$ cat src/rtl/vend_pkg.sv
package vend_pkg;
  // Registered command word toward the dispensers
  typedef struct packed {
    logic candy;
    logic dime;
    logic nickel;
  } vend_cmd_t;
endpackage

$ cat src/rtl/vend_coin_sel.sv
// Picks one deposited coin per cycle (quarter > dime > nickel) and
// returns its value in credit units.
module vend_coin_sel #(
  parameter int W         = 4,
  parameter int NICKEL_U  = 1,
  parameter int DIME_U    = 2,
  parameter int QUARTER_U = 5
) (
  input  logic         coin_nickel,
  input  logic         coin_dime,
  input  logic         coin_quarter,
  output logic         coin_any,
  output logic [W-1:0] coin_units
);
  always_comb begin
    coin_any   = coin_nickel | coin_dime | coin_quarter;
    coin_units = '0;
    if (coin_quarter)     coin_units = W'(QUARTER_U);
    else if (coin_dime)   coin_units = W'(DIME_U);
    else if (coin_nickel) coin_units = W'(NICKEL_U);
  end
endmodule

$ cat src/rtl/vend_credit_fsm.sv
// Credit state register: one state per credit step, 0 .. MAX_U.
module vend_credit_fsm #(
  parameter int W        = 4,
  parameter int PRICE_U  = 8,
  parameter int MAX_U    = 12,
  parameter int NICKEL_U = 1,
  parameter int DIME_U   = 2
) (
  input  logic         clk,
  input  logic         rst,
  input  logic         coin_any,
  input  logic [W-1:0] coin_units,
  input  logic         nickel_done,
  input  logic         dime_done,
  input  logic         candy_done,
  output logic [W-1:0] credit
);
  localparam logic [W-1:0] PRICE_V  = W'(PRICE_U);
  localparam logic [W-1:0] MAX_V    = W'(MAX_U);
  localparam logic [W-1:0] NICKEL_V = W'(NICKEL_U);
  localparam logic [W-1:0] DIME_V   = W'(DIME_U);

  logic [W-1:0] credit_nx;
  logic [W:0]   sum_w;

  always_comb begin
    credit_nx = credit;
    sum_w     = {1'b0, credit} + {1'b0, coin_units};
    if (credit < PRICE_V) begin
      if (coin_any)
        credit_nx = (sum_w > {1'b0, MAX_V}) ? MAX_V : sum_w[W-1:0];
    end else if (credit == PRICE_V) begin
      if (candy_done) credit_nx = '0;
    end else if ((credit - PRICE_V) >= DIME_V) begin
      if (dime_done) credit_nx = credit - DIME_V;
    end else begin
      if (nickel_done) credit_nx = credit - NICKEL_V;
    end
  end

  always_ff @(posedge clk) begin
    if (rst) credit <= '0;
    else     credit <= credit_nx;
  end

  // a quarter below the price adds its value
  a_r2_quarter_adds: assert property (@(posedge clk) disable iff (rst)
    (credit < PRICE_V && coin_quarter_seen()) |=> credit == $past(credit) + W'(5));
  // the price state holds until the candy confirmation
  a_r7_price_hold: assert property (@(posedge clk) disable iff (rst)
    (credit == PRICE_V && !candy_done) |=> $stable(credit));
  // candy confirmation returns to zero
  a_r4_candy_clears: assert property (@(posedge clk) disable iff (rst)
    (credit == PRICE_V && candy_done) |=> credit == '0);
  // dime confirmation steps down by one dime
  a_r5_dime_step: assert property (@(posedge clk) disable iff (rst)
    (credit >= PRICE_V + DIME_V && dime_done) |=> credit == $past(credit) - DIME_V);
  // credit never exceeds the ceiling
  a_r9_ceiling: assert property (@(posedge clk) disable iff (rst) credit <= MAX_V);

  function automatic logic coin_quarter_seen();
    return coin_any && coin_units == W'(5);
  endfunction
endmodule

$ cat src/rtl/vend_out_stage.sv
// Decodes the credit into one command and registers it.
module vend_out_stage #(
  parameter int W       = 4,
  parameter int PRICE_U = 8,
  parameter int DIME_U  = 2
) (
  input  logic               clk,
  input  logic               rst,
  input  logic [W-1:0]       credit,
  output vend_pkg::vend_cmd_t cmd_q
);
  localparam logic [W-1:0] PRICE_V = W'(PRICE_U);
  localparam logic [W-1:0] DIME_V  = W'(DIME_U);

  vend_pkg::vend_cmd_t cmd_d;

  always_comb begin
    cmd_d = '0;
    if (credit == PRICE_V)                   cmd_d.candy  = 1'b1;
    else if (credit > PRICE_V) begin
      if ((credit - PRICE_V) >= DIME_V)      cmd_d.dime   = 1'b1;
      else                                   cmd_d.nickel = 1'b1;
    end
  end

  always_ff @(posedge clk) begin
    if (rst) cmd_q <= '0;
    else     cmd_q <= cmd_d;
  end

  // never more than one command at once
  a_r8_one_command: assert property (@(posedge clk) disable iff (rst)
    $onehot0({cmd_q.candy, cmd_q.dime, cmd_q.nickel}));
endmodule

$ cat src/rtl/vend_ctrl.sv
module vend_ctrl #(
  parameter int UNIT_CENTS    = 5,
  parameter int PRICE_CENTS   = 40,
  parameter int NICKEL_CENTS  = 5,
  parameter int DIME_CENTS    = 10,
  parameter int QUARTER_CENTS = 25
) (
  input  logic clk,
  input  logic rst,
  input  logic coin_nickel,
  input  logic coin_dime,
  input  logic coin_quarter,
  input  logic nickel_done,
  input  logic dime_done,
  input  logic candy_done,
  output logic give_nickel,
  output logic give_dime,
  output logic vend_candy
);
  localparam int PRICE_U   = PRICE_CENTS / UNIT_CENTS;
  localparam int NICKEL_U  = NICKEL_CENTS / UNIT_CENTS;
  localparam int DIME_U    = DIME_CENTS / UNIT_CENTS;
  localparam int QUARTER_U = QUARTER_CENTS / UNIT_CENTS;
  localparam int MAX_U     = PRICE_U - NICKEL_U + QUARTER_U;
  localparam int W         = $clog2(MAX_U + 1);

  logic         coin_any;
  logic [W-1:0] coin_units;
  logic [W-1:0] credit;
  vend_pkg::vend_cmd_t cmd_q;

  vend_coin_sel #(.W(W), .NICKEL_U(NICKEL_U), .DIME_U(DIME_U), .QUARTER_U(QUARTER_U)) u_sel (
    .coin_nickel (coin_nickel),
    .coin_dime   (coin_dime),
    .coin_quarter(coin_quarter),
    .coin_any    (coin_any),
    .coin_units  (coin_units)
  );

  vend_credit_fsm #(.W(W), .PRICE_U(PRICE_U), .MAX_U(MAX_U),
                    .NICKEL_U(NICKEL_U), .DIME_U(DIME_U)) u_fsm (
    .clk        (clk),
    .rst        (rst),
    .coin_any   (coin_any),
    .coin_units (coin_units),
    .nickel_done(nickel_done),
    .dime_done  (dime_done),
    .candy_done (candy_done),
    .credit     (credit)
  );

  vend_out_stage #(.W(W), .PRICE_U(PRICE_U), .DIME_U(DIME_U)) u_out (
    .clk   (clk),
    .rst   (rst),
    .credit(credit),
    .cmd_q (cmd_q)
  );

  assign give_nickel = cmd_q.nickel;
  assign give_dime   = cmd_q.dime;
  assign vend_candy  = cmd_q.candy;

  // reset leaves all commands low
  a_r1_reset_quiet: assert property (@(posedge clk)
    rst |=> !(give_nickel || give_dime || vend_candy));
  // the candy command follows the price state one edge later
  a_r8_candy_lag: assert property (@(posedge clk) disable iff (rst)
    (credit == W'(PRICE_U)) |=> vend_candy);
endmodule

$ cat config.mk
export PLATFORM = sky130hd
export DESIGN_NAME = vend_ctrl
export DESIGN_NICKNAME = d
export VERILOG_FILES = /design/src/rtl/vend_pkg.sv /design/src/rtl/vend_coin_sel.sv /design/src/rtl/vend_credit_fsm.sv /design/src/rtl/vend_out_stage.sv /design/src/rtl/vend_ctrl.sv
export SDC_FILE = /design/constraint.sdc
export NUM_CORES = 1
export LEC_CHECK = 0
export ABC_AREA = 1
export BUFFER_PORTS_ARGS = -buffer_cell sky130_fd_sc_hd__buf_2
export CAP_MARGIN = 10
export CORE_AREA = 3 3 40 42
export DETAILED_ROUTE_END_ITERATION = 8
export DIE_AREA = 0 0 43 45
export PLACE_DENSITY = 0.72
export SLEW_MARGIN = 0
export SYNTH_ARGS = -nofsm -noshare
export SYNTH_HDL_FRONTEND = slang
export SYNTH_SLANG_ARGS = --single-unit
$ cat constraint.sdc
create_clock -name clk -period 2.2 [get_ports clk]
set_input_delay 0.33 -clock clk [delete_from_list [all_inputs] [get_ports clk]]
set_output_delay 0.33 -clock clk [all_outputs]
set_load 0.01 [all_outputs]
==> out/qor.txt <==
critical path cell sequence - inv_1 > ha_1 > a21oi_4 > nand2_1 > nand3_1 > nand2_1 > nand2_1 > nor2_2
simple-gate share of the synthesized area - 47.7%
cell type group with the largest total delay on the critical path - flip-flops
origin of the worst min-delay path - rst
combined buffer and inverter count along the critical path - 1
ratio of final minimum period to clock period - 81.0%
area share of the leading cell type in the synthesized netlist - 20.6%
largest cells by area after synthesis - sky130_fd_sc_hd__dfxtp_1 (21%), sky130_fd_sc_hd__nand2_1 (14%), sky130_fd_sc_hd__ha_1 (13%), sky130_fd_sc_hd__nor2_1 (9.9%), sky130_fd_sc_hd__inv_1 (8.8%)
CTS HTree Levels - 1
instance count after placement with tap cells included - 126
CP endpoint kind - register
most area-hungry cell type in the Yosys netlist - sky130_fd_sc_hd__dfxtp_1
final cell count without fillers - 130
flops & latches, synth - 7
Max rail drop VDD - 624 uV
overall via count from detail_route - 654
area share of xor/xnor cells in the synthesized design - 0%
buffers inserted during post-CTS setup optimization - 0
worst stage delay on the critical path - 450 ps
sequential-to-total area share from yosys stat - 20.6%
Min Clock Period, post-route - 1780 ps
Clock Path Buffers - 2
setup_tns - 0 ps
site row count - 13
Antenna Nets Post-Route - 0
Antenna diodes - 0
cell count after synthesis - 101
arithmetic-cell share of the synthesized area counting full adders, half adders and majority gates - 15.8%
post-synthesis to final-layout area growth - 14.0%
net switching component of the power - 424 uW
buffer type at the clock tree root - sky130_fd_sc_hd__clkbuf_4
DRC Markers - 0
type of the most critical hold path - in2reg
data required time at the worst endpoint - 2340 ps
sequential power share - 23.8%
combinational family with the most area after synthesis - simple AND/OR/NAND/NOR gates
starting density of the core - 52.9%
wire length of the first global-routing pass - 2.34 mm
number of nets in the layout - 132
Unique masters post-synth - 18
detailed-route wire length - 1.38 mm
static leakage power - 0.000438 uW
I/O pin count - 11
global routing usage summed across all routing layers - 15.9%
total of buffers placed on input and output ports - 10
clk_skew - 3.18 ps
slew at the pin with the worst max-slew slack - 296 ps
hold path depth - 2
switching share of power - 49.9%
initial antenna violation count - 0
combinational fraction of design power - 62.5%
# hold bufs at CTS - 0
Core Box Area - 1280 sq um
most common cell after layout, fill and taps aside - sky130_fd_sc_hd__nand2_1
number of max-slew violations in the final report - 0
worst reg2reg startpoint - u_fsm.credit[1]
critical path type - reg2reg
Critical Path Fanout Max - 7
router iterations before antenna repair - 4
die height - 45 um
power density over the cells - 1100 nW/um^2
x dimension of the die - 43 um
later-pin clock latency in the skew report - 250 ps
half-perimeter wire length after detailed placement - 1.17 mm
unrepaired setup endpoints after global routing - false
number of warnings printed during yosys synthesis - 0
CTS tree - done
share of layout cells above drive strength 1 - 20.0%
number of buffers added by the clock tree synthesis step - 3
mean instance size in the synthesized netlist - 6.73 sq um
kind of start point of the critical path - register
portion of netlist area occupied by mux cells - 0%
GRT overflow - 0
Syn Std Cell Area - 679 sq um
routed length per placed instance - 10.6 um
number of max-capacitance violations reported - 0
worst max-slew margin expressed relative to the limit - 80.2%
net count after synthesis - 117
vias per std cell - 5.03
count of endpoints failing setup in the final report - 0
final weighted congestion in routability-driven placement - 0.785
clock net sink count - 7
Internal Pwr Total - 425 uW
share of the core filled with cells - 60.3%
initial DRC count - 15
clock transition time at the flip-flop clock pins of the worst setup and hold paths - 50 ps
relative contribution of the clock network to total power - 13.7%
number of gates resized after cts - 0
WP data arrival - 1920 ps
Die ar. - 1940 sq um
FF-to-FF End - u_fsm.credit[0]
most frequent cell on the critical path - sky130_fd_sc_hd__nand2_1
register-to-register setup slack - 420 ps
max frequency - 561 MHz
pin count of the biggest net entering global routing - 8
number of global-route vias before repair - 586
commonest non-fill, non-tap cells in the layout - sky130_fd_sc_hd__nand2_1 (25), sky130_fd_sc_hd__nor2_1 (18), sky130_fd_sc_hd__inv_1 (16)
complex-gate fraction of the synthesized area - 6.45%
endpoint with the worst hold slack - u_out.cmd_q[1]
Hold Fails Final Rpt - 0
outcome - completed
count of cells along the worst register-to-register path - 8
standard cell with the maximum stage delay on the critical path - sky130_fd_sc_hd__dfxtp_1
## sequential cells by signal (all words and copies together) (netlist names)
signal and flops:
u_out.cmd_q 3, u_fsm.credit 4
## synthesized netlist by cell type
| library cell | n |
|---|---|
| sky130_fd_sc_hd__nor2_1 | 18 |
| sky130_fd_sc_hd__inv_1 | 16 |
| sky130_fd_sc_hd__nand2_1 | 25 |
| sky130_fd_sc_hd__o21ai_0 | 3 |
| sky130_fd_sc_hd__nand3_4 | 1 |
| sky130_fd_sc_hd__nor2_2 | 1 |
| sky130_fd_sc_hd__o21a_1 | 1 |
| sky130_fd_sc_hd__nand4_1 | 2 |
| sky130_fd_sc_hd__nor2_4 | 3 |
| sky130_fd_sc_hd__nand3b_4 | 1 |
| sky130_fd_sc_hd__ha_1 | 7 |
| sky130_fd_sc_hd__nand3_1 | 10 |
| sky130_fd_sc_hd__a21oi_1 | 1 |
| sky130_fd_sc_hd__nand2_4 | 2 |
| sky130_fd_sc_hd__a21oi_4 | 1 |
| sky130_fd_sc_hd__fa_1 | 1 |
| sky130_fd_sc_hd__inv_2 | 1 |
| sky130_fd_sc_hd__dfxtp_1 | 7 |
## kinds of logic after synthesis
kind of cell / after synthesis
AO/OA/AOI/OAI: 6
flip-flops: 7
adder cells (fa/ha/maj): 8
buffers and inverters: 17
AND/OR/NAND/NOR: 63
## final cells by class
cell class | count | area [sq um]
fill | 136 | 510
multi-input combinational | 77 | 475
sequential | 7 | 140
inverter | 17 | 63.8
timing repair buffer | 10 | 50.0
clock buffer | 4 | 26.3
tap | 15 | 18.8
## worst max path at each step
stage	from	end	slack, ps	cells past startpoint
floorplan	coin_quarter	u_fsm.credit[0]	510	11
global placement	coin_quarter	u_fsm.credit[0]	300	12
detailed placement	coin_quarter	u_fsm.credit[0]	260	12
CTS	u_fsm.credit[1]	u_fsm.credit[0]	400	8
global route	u_fsm.credit[1]	u_fsm.credit[0]	210	8
finish	u_fsm.credit[1]	u_fsm.credit[0]	420	8
## power groups by stage
stage	logic [uW]	clock network (uW)	registers (uW)
floorplan	426	0	196
global placement	514	0	205
detailed placement	528	0	206
CTS	531	120	204
global route	612	122	210
finish	531	116	202
## per-layer routing
layer / track usage, % / up-vias / part of all wire [%] / routed length (um)
met5: 0 / - / 0 / 0
met4: 7.23 / 0 / 0 / 0
met3: 1.20 / 0 / 4.1 / 56
met2: 27.5 / 15 / 47 / 650
met1: 20.3 / 295 / 49 / 674
li1: - / 344 / - / -
## metrics by stage
step / hold WS [ps] / worst slack, ps / instance area, sq um / total power (uW)
after floorplan: 402 / 508 / 679 / 622
after global placement: 541 / 299 / 748 / 720
after detailed placement: 546 / 264 / 748 / 734
after CTS: 274 / 404 / 774 / 856
after global routing: 294 / 214 / 774 / 944
final: 280 / 418 / 774 / 850
Note: power is estimated with default switching activity, not from simulation.
